### src/rtl/sector_pkg.sv
// Shared types and helpers for the sector tracker.
// Assumes: integer parameters are small enough for 32-bit arithmetic.
package sector_pkg;

    // Speed status pair
    typedef struct packed {
        logic up;
        logic down;
    } speed_t;

    // Longest sector interval, in cycles, that still counts as above 80 percent speed
    function automatic int up_limit(input int nom_period);
        return (nom_period * 5) / 4;
    endfunction

endpackage

### src/rtl/sector_counter.sv
// Modulo-SECTORS sector counter, resynchronised by the index strobe.
// Assumes: strobes are one clock wide; the index has priority over a sector strobe.
module sector_counter #(
    parameter int SECTORS = 24,
    parameter int AW      = $clog2(SECTORS)
) (
    input  logic          clk,
    input  logic          rst_n,
    input  logic          sec_strobe,
    input  logic          idx_strobe,
    output logic [AW-1:0] count,
    output logic          synced
);
    localparam logic [AW-1:0] LAST = AW'(SECTORS - 1);

    // Clear on index, advance on sector strobes once synchronised
    always_ff @(posedge clk) begin
        if (!rst_n) begin
            count  <= '0;
            synced <= 1'b0;
        end else if (idx_strobe) begin
            count  <= '0;
            synced <= 1'b1;
        end else if (sec_strobe && synced) begin
            count  <= (count == LAST) ? '0 : count + 1'b1;
        end
    end
endmodule

### src/rtl/addr_latch.sv
// Holds the requested sector: top bit in its own flop, lower bits in a register.
// Assumes: AW >= 2; out-of-range addresses are rejected at load time.
module addr_latch #(
    parameter int SECTORS = 24,
    parameter int AW      = $clog2(SECTORS)
) (
    input  logic          clk,
    input  logic          rst_n,
    input  logic          load,
    input  logic [AW-1:0] addr_in,
    output logic [AW-1:0] req_addr
);
    localparam logic [AW-1:0] LAST = AW'(SECTORS - 1);

    logic          hi_q;
    logic [AW-2:0] lo_q;
    logic          legal;

    // Address is legal only when it names an existing sector
    always_comb legal = (addr_in <= LAST);

    // Top bit register
    always_ff @(posedge clk) begin
        if (!rst_n)              hi_q <= 1'b0;
        else if (load && legal)  hi_q <= addr_in[AW-1];
    end

    // Lower bits register
    always_ff @(posedge clk) begin
        if (!rst_n)              lo_q <= '0;
        else if (load && legal)  lo_q <= addr_in[AW-2:0];
    end

    // Reassemble the held address
    always_comb req_addr = {hi_q, lo_q};
endmodule

### src/rtl/pulse_stretch.sv
// Retriggerable one-shot: output high for WIDTH cycles after each trigger.
// Assumes: WIDTH >= 1.
module pulse_stretch #(
    parameter int WIDTH = 3000
) (
    input  logic clk,
    input  logic rst_n,
    input  logic trig,
    output logic pulse
);
    localparam int PW = $clog2(WIDTH + 1);

    logic [PW-1:0] remain_q;

    // Reload on trigger, otherwise count down to zero
    always_ff @(posedge clk) begin
        if (!rst_n)              remain_q <= '0;
        else if (trig)           remain_q <= PW'(WIDTH);
        else if (remain_q != '0) remain_q <= remain_q - 1'b1;
    end

    // High while cycles remain
    always_comb pulse = (remain_q != '0);
endmodule

### src/rtl/speed_sense.sv
// Measures cycles between sector strobes and flags up-to-speed and slowed states.
// Assumes: DOWN_LIM > UP_LIM + 1, so that the two flags never overlap.
module speed_sense
    import sector_pkg::*;
#(
    parameter int UP_LIM   = 125,
    parameter int DOWN_LIM = 400
) (
    input  logic   clk,
    input  logic   rst_n,
    input  logic   sec_strobe,
    output speed_t status
);
    localparam int CW = $clog2(DOWN_LIM + 1);
    localparam logic [CW-1:0] UP_C   = CW'(UP_LIM);
    localparam logic [CW-1:0] DOWN_C = CW'(DOWN_LIM);

    logic [CW-1:0] gap_q;
    logic          have_ref_q;
    logic          up_q;

    // Interval counter: restarts on a strobe, saturates at the slow limit
    always_ff @(posedge clk) begin
        if (!rst_n)             gap_q <= '0;
        else if (sec_strobe)    gap_q <= CW'(1);
        else if (gap_q != DOWN_C) gap_q <= gap_q + 1'b1;
    end

    // Remember that a reference strobe exists
    always_ff @(posedge clk) begin
        if (!rst_n)          have_ref_q <= 1'b0;
        else if (sec_strobe) have_ref_q <= 1'b1;
    end

    // Up-to-speed flag: judged on each strobe, dropped once the gap is too long
    always_ff @(posedge clk) begin
        if (!rst_n)             up_q <= 1'b0;
        else if (sec_strobe)    up_q <= have_ref_q && (gap_q <= UP_C);
        else if (gap_q > UP_C)  up_q <= 1'b0;
    end

    // Pack the status pair
    always_comb begin
        status.up   = up_q;
        status.down = (gap_q >= DOWN_C);
    end
endmodule

### src/rtl/sector_tracker.sv
// Top level: sector counting, requested-sector match, sector one-shot, speed flags.
// Assumes: sector and index strobes are already separated, synchronous and one cycle wide.
module sector_tracker
    import sector_pkg::*;
#(
    parameter int SECTORS        = 24,
    parameter int CLK_MHZ        = 125,
    parameter int PULSE_US       = 24,
    parameter int NOM_PERIOD_CYC = 86805,
    parameter int SLOW_MULT      = 4,
    localparam int AW            = $clog2(SECTORS)
) (
    input  logic          clk,
    input  logic          rst_n,
    input  logic          sec_strobe,
    input  logic          idx_strobe,
    input  logic [AW-1:0] sec_addr,
    input  logic          addr_load,
    output logic [AW-1:0] sector_num,
    output logic          synced,
    output logic          sector_match,
    output logic          sector_pulse,
    output logic          speed_up,
    output logic          speed_down
);
    localparam int PULSE_CYC = CLK_MHZ * PULSE_US;
    localparam int UP_LIM    = up_limit(NOM_PERIOD_CYC);
    localparam int DOWN_LIM  = NOM_PERIOD_CYC * SLOW_MULT;

    logic [AW-1:0] req_addr;
    speed_t        spd;

    sector_counter #(.SECTORS(SECTORS), .AW(AW)) u_count (
        .clk(clk), .rst_n(rst_n), .sec_strobe(sec_strobe),
        .idx_strobe(idx_strobe), .count(sector_num), .synced(synced)
    );

    addr_latch #(.SECTORS(SECTORS), .AW(AW)) u_addr (
        .clk(clk), .rst_n(rst_n), .load(addr_load),
        .addr_in(sec_addr), .req_addr(req_addr)
    );

    pulse_stretch #(.WIDTH(PULSE_CYC)) u_pulse (
        .clk(clk), .rst_n(rst_n), .trig(sec_strobe), .pulse(sector_pulse)
    );

    speed_sense #(.UP_LIM(UP_LIM), .DOWN_LIM(DOWN_LIM)) u_speed (
        .clk(clk), .rst_n(rst_n), .sec_strobe(sec_strobe), .status(spd)
    );

    // Match only against a synchronised position
    always_comb sector_match = synced && (sector_num == req_addr);

    // Unpack speed flags
    always_comb begin
        speed_up   = spd.up;
        speed_down = spd.down;
    end
endmodule

### config.mk
export PLATFORM = sky130hd
export DESIGN_NAME = sector_tracker
export DESIGN_NICKNAME = d
export VERILOG_FILES = /design/src/rtl/sector_pkg.sv /design/src/rtl/sector_counter.sv /design/src/rtl/addr_latch.sv /design/src/rtl/pulse_stretch.sv /design/src/rtl/speed_sense.sv /design/src/rtl/sector_tracker.sv
export SDC_FILE = /design/constraint.sdc
export NUM_CORES = 1
export LEC_CHECK = 0
export ABC_AREA = 1
export BUFFER_PORTS_ARGS = -buffer_cell sky130_fd_sc_hd__buf_2
export CAP_MARGIN = 20
export CORE_ASPECT_RATIO = 1.5
export CORE_MARGIN = 2
export CORE_UTILIZATION = 53
export CTS_CLUSTER_DIAMETER = 120
export CTS_CLUSTER_SIZE = 14
export DETAILED_ROUTE_END_ITERATION = 6
export PLACE_DENSITY_LB_ADDON = 0.12
export SYNTH_ARGS = -nofsm -noshare
export SYNTH_HDL_FRONTEND = slang
export SYNTH_SLANG_ARGS = --single-unit
export TNS_END_PERCENT = 1
### constraint.sdc
create_clock -name clk -period 1.3 [get_ports clk]
set_input_delay 0.065 -clock clk [delete_from_list [all_inputs] [get_ports clk]]
set_output_delay 0.065 -clock clk [all_outputs]
set_load 0.05 [all_outputs]
==> metrics.md <==
| Metric | Value |
|---|---|
| DR pass1 iterations | 5 |
| Syn Area/Cell | 6.82 um2 |
| Top post-synthesis cells by area | dfxtp_1 37%, nor2_1 9.7%, nand2_1 9.5% |
| Synth cell types | 33 |
| Core Box Area | 4250 um2 |
| Vias in the first global route | 2268 |
| Max Cap Viol | 0 |
| Hold_sp | sec_addr[1] |
| CP Class | flop to primary output |
| CTS clock-pin slew for the worst setup and hold paths | 0.09 ns |
| Slew HR | 81.3% |
| Initial core utilization | 55.6% |
| Clk_skew | 0.00474 ns |
| Post-synth EDFFs | 0 |
| Max-slew violation count | 0 |
| Final hold violations | 0 |
| Clk sinks | 44 |
| Via count | 2328 |
| Port bufs | 19 |
| Failing checks | negative setup slack |
| Register-to-Register Path Depth | 9 |
| CP Data Arrival Time | 1.33 ns |
| Post-synth top area share | 37.3% |
| Synth Instances | 346 |
| FILL cells | 369 |
| Share of layout cells above drive strength 1 | 29.2% |
| Synthesized area | 2360 um2 |
| Setup_tns | -0.370 ns |
| IO Pins | 20 |
| Post-DP HPWL | 4170 um |
| Worst EP required | 1.24 ns |
| Final setup viols | 5 |
| Post-synth ARST share | 0% |
| Clock root buffer | clkbuf_8 |
| Grt ovf | 0 |
| CTS tree | built |
| DRT iter0 DRCs | 123 |
| Layout Nets | 411 |
| Detail Route Antenna Nets | 0 |
| Final estimated routing congestion in global placement | 0.805 |
| WL per Instance | 12.5 um |
| Worst reg2reg setup slack | -0.04 ns |
| WHS Path Cells | 3 |
| F_max | 715 MHz |
| Status | finished, violations left |
| CP Launch Type | flop |
| First-pass GRT wire length | 9460 um |
| Critical Path End Type | primary output |
| Pin count of the biggest net entering global routing | 16 |
| Hold endpoint | u_addr.lo_q[1] |
| Die extent in x | 58.5 um |
| Fin util | 70.2% |
| DRC | 0 |
| GR Util All Layers | 24.1% |
| # diodes | 0 |
| Worst skew pair latency | 0.29 ns |
| Clock Tree Buf Depth | 2 |
| Final setup margin | -0.0981 ns |
| Synth Flop Type | dfxtp_1 |
| Area grow syn2layout | 26.4% |
| Syn_nets | 361 |
| Static leakage | 1.28 nW |
| Die area | 5010 um2 |
| Sequential-to-total area share from yosys stat | 37.3% |
| Final worst path period share | 108% |
| Initial antenna violation count | 0 |
| Peak fanout along the critical path | 5 |
| FF-to-FF End | u_speed.gap_q[2] |
| Max IR drop VDD | 1.04 mV |
| Actual slew at the worst max-slew pin | 0.280 ns |
| Design area | 2980 um2 |
| Synth warn | 0 |
| Row count | 29 |
| H-tree depth | 2 |
| #FFs+latches synth | 44 |
| Post-DP Area | 2690 um2 |
| HP Class | input port to flop |
| Min cycle time layout | 1.40 ns |
| Total wire length | 5530 um |
| Reg-to-reg critical path startpoint | u_speed.gap_q[0] |
| Clock buffer count from CTS | 5 |
| Power, Total | 0.00292 W |
| Power per cell area | 980 nW/um2 |
| Die height | 85.7 um |
| RSZ-0062 raised after global routing | true |
| Yosys top cell by area | dfxtp_1 |
| Via density | 5.26 |
[critical path: stages, from the launching register on]
cell     delay, ns
dfxtp_4       0.37
nand2_4       0.11
nand3_1       0.09
o21ai_1       0.14
nand2_1       0.06
nand2_1       0.05
nand2_1       0.06
buf_6         0.16
[cell type report]
type                            instances  area (um2)  area share (%)
Timing Repair Buffer                   45         315            10.6
Inverter                               48         183            6.13
Tap cell                               46        57.6            1.93
Clock buffer                            5        68.8            2.31
Multi-Input combinational cell        252        1380            46.4
Sequential cell                        44         927            31.1
Clock inverter                          3        46.3            1.55
[per-stage QoR]
stage | hold slack, ns | std cells | worst slack (ns)
floorplan | 0.163 | 346 | -0.0891
global placement | 0.287 | 429 | -0.00710
detailed placement | 0.292 | 429 | -0.0803
CTS | 0.0149 | 441 | -0.107
global route | 0.0196 | 443 | -0.209
finish | 0.0212 | 443 | -0.0981
[report_power, final]
group / internal (W) / leakage (nW) / total, W / switching [W]
registers: 0.00139 / 0.371 / 0.00144 / 0.0000524
clock network: 0.000579 / 0.0548 / 0.00107 / 0.000489
logic: 0.000169 / 0.856 / 0.000416 / 0.000247
[layout by cell type, fill, tap and decap left out, drive strengths merged, types with 5 or more instances in the layout]
master   n
nor2    69
nand2   64
inv     48
dfxtp   44
buf     44
nand3   33
a21oi   28
o21ai   19
nand4    9
nor3     7
clkbuf   5
xor2     5
ha       5
[kinds of logic (layout without fill, tap and decap cells)]
logic type | count (synthesis) | count (layout) | share of synthesized area, %
AOI/OAI and AO/OA | 56 | 56 | 12.7
xor gates and xnor gates | 7 | 7 | 2.60
adders and majority gates | 5 | 5 | 2.65
buffers and inverters | 50 | 101 | 8.01
DFF | 44 | 44 | 37.3
and+or+nand+nor | 184 | 184 | 36.7
[synthesized netlist by cell type, types with 2 or more instances]
| cell | instances |
|---|---|
| dfxtp_1 | 44 |
| nor2_2 | 4 |
| o21bai_1 | 3 |
| nor2_1 | 61 |
| nand3_2 | 3 |
| inv_2 | 4 |
| nor2_4 | 3 |
| nand2_1 | 60 |
| o21ai_0 | 18 |
| ha_1 | 5 |
| inv_1 | 43 |
| nor3_1 | 7 |
| o21a_1 | 2 |
| a21oi_1 | 28 |
| nand4_1 | 8 |
| nand2_2 | 3 |
| nand3_1 | 29 |
| xnor2_1 | 2 |
| xor2_1 | 5 |
[sequential cells by signal, summed over array words and instances (netlist names)]
name / cells
u_speed.gap_q: 19
u_pulse.remain_q: 12
u_count.count: 5
u_addr.lo_q: 4
u_addr.hi_q: 1
u_count.synced: 1
u_speed.have_ref_q: 1
u_speed.up_q: 1
[worst max path at each step]
| stage | startpoint | endpoint | cells after the start |
|---|---|---|---|
| after global routing | u_speed.gap_q[5] | speed_down | 8 |
| after CTS | u_count.count[2] | sector_match | 3 |
| final | u_speed.gap_q[5] | speed_down | 7 |
| after global placement | u_speed.gap_q[1] | u_speed.gap_q[2] | 9 |
| after detailed placement | u_speed.gap_q[0] | u_speed.gap_q[16] | 6 |
| after floorplan | u_count.synced | sector_match | 4 |
[timing repair]
action / in CTS / in global routing
buffers inserted: 3 / 2
hold buffers: 1 / 0
endpoints found under the hold margin: 1 / 0
gates resized for setup: 32 / 22
pin swaps: 5 / 7
setup endpoints to repair: 15 / 34
[per-layer routing]
layer	global-route usage (%)	share of wire, %	vias up
li1	-	-	1219
met1	25.7	40	1064
met2	43.9	56	37
met3	4.07	2.1	8
met4	11.8	1.8	0
met5	0	0	-
(Power assumes the default switching activity.)
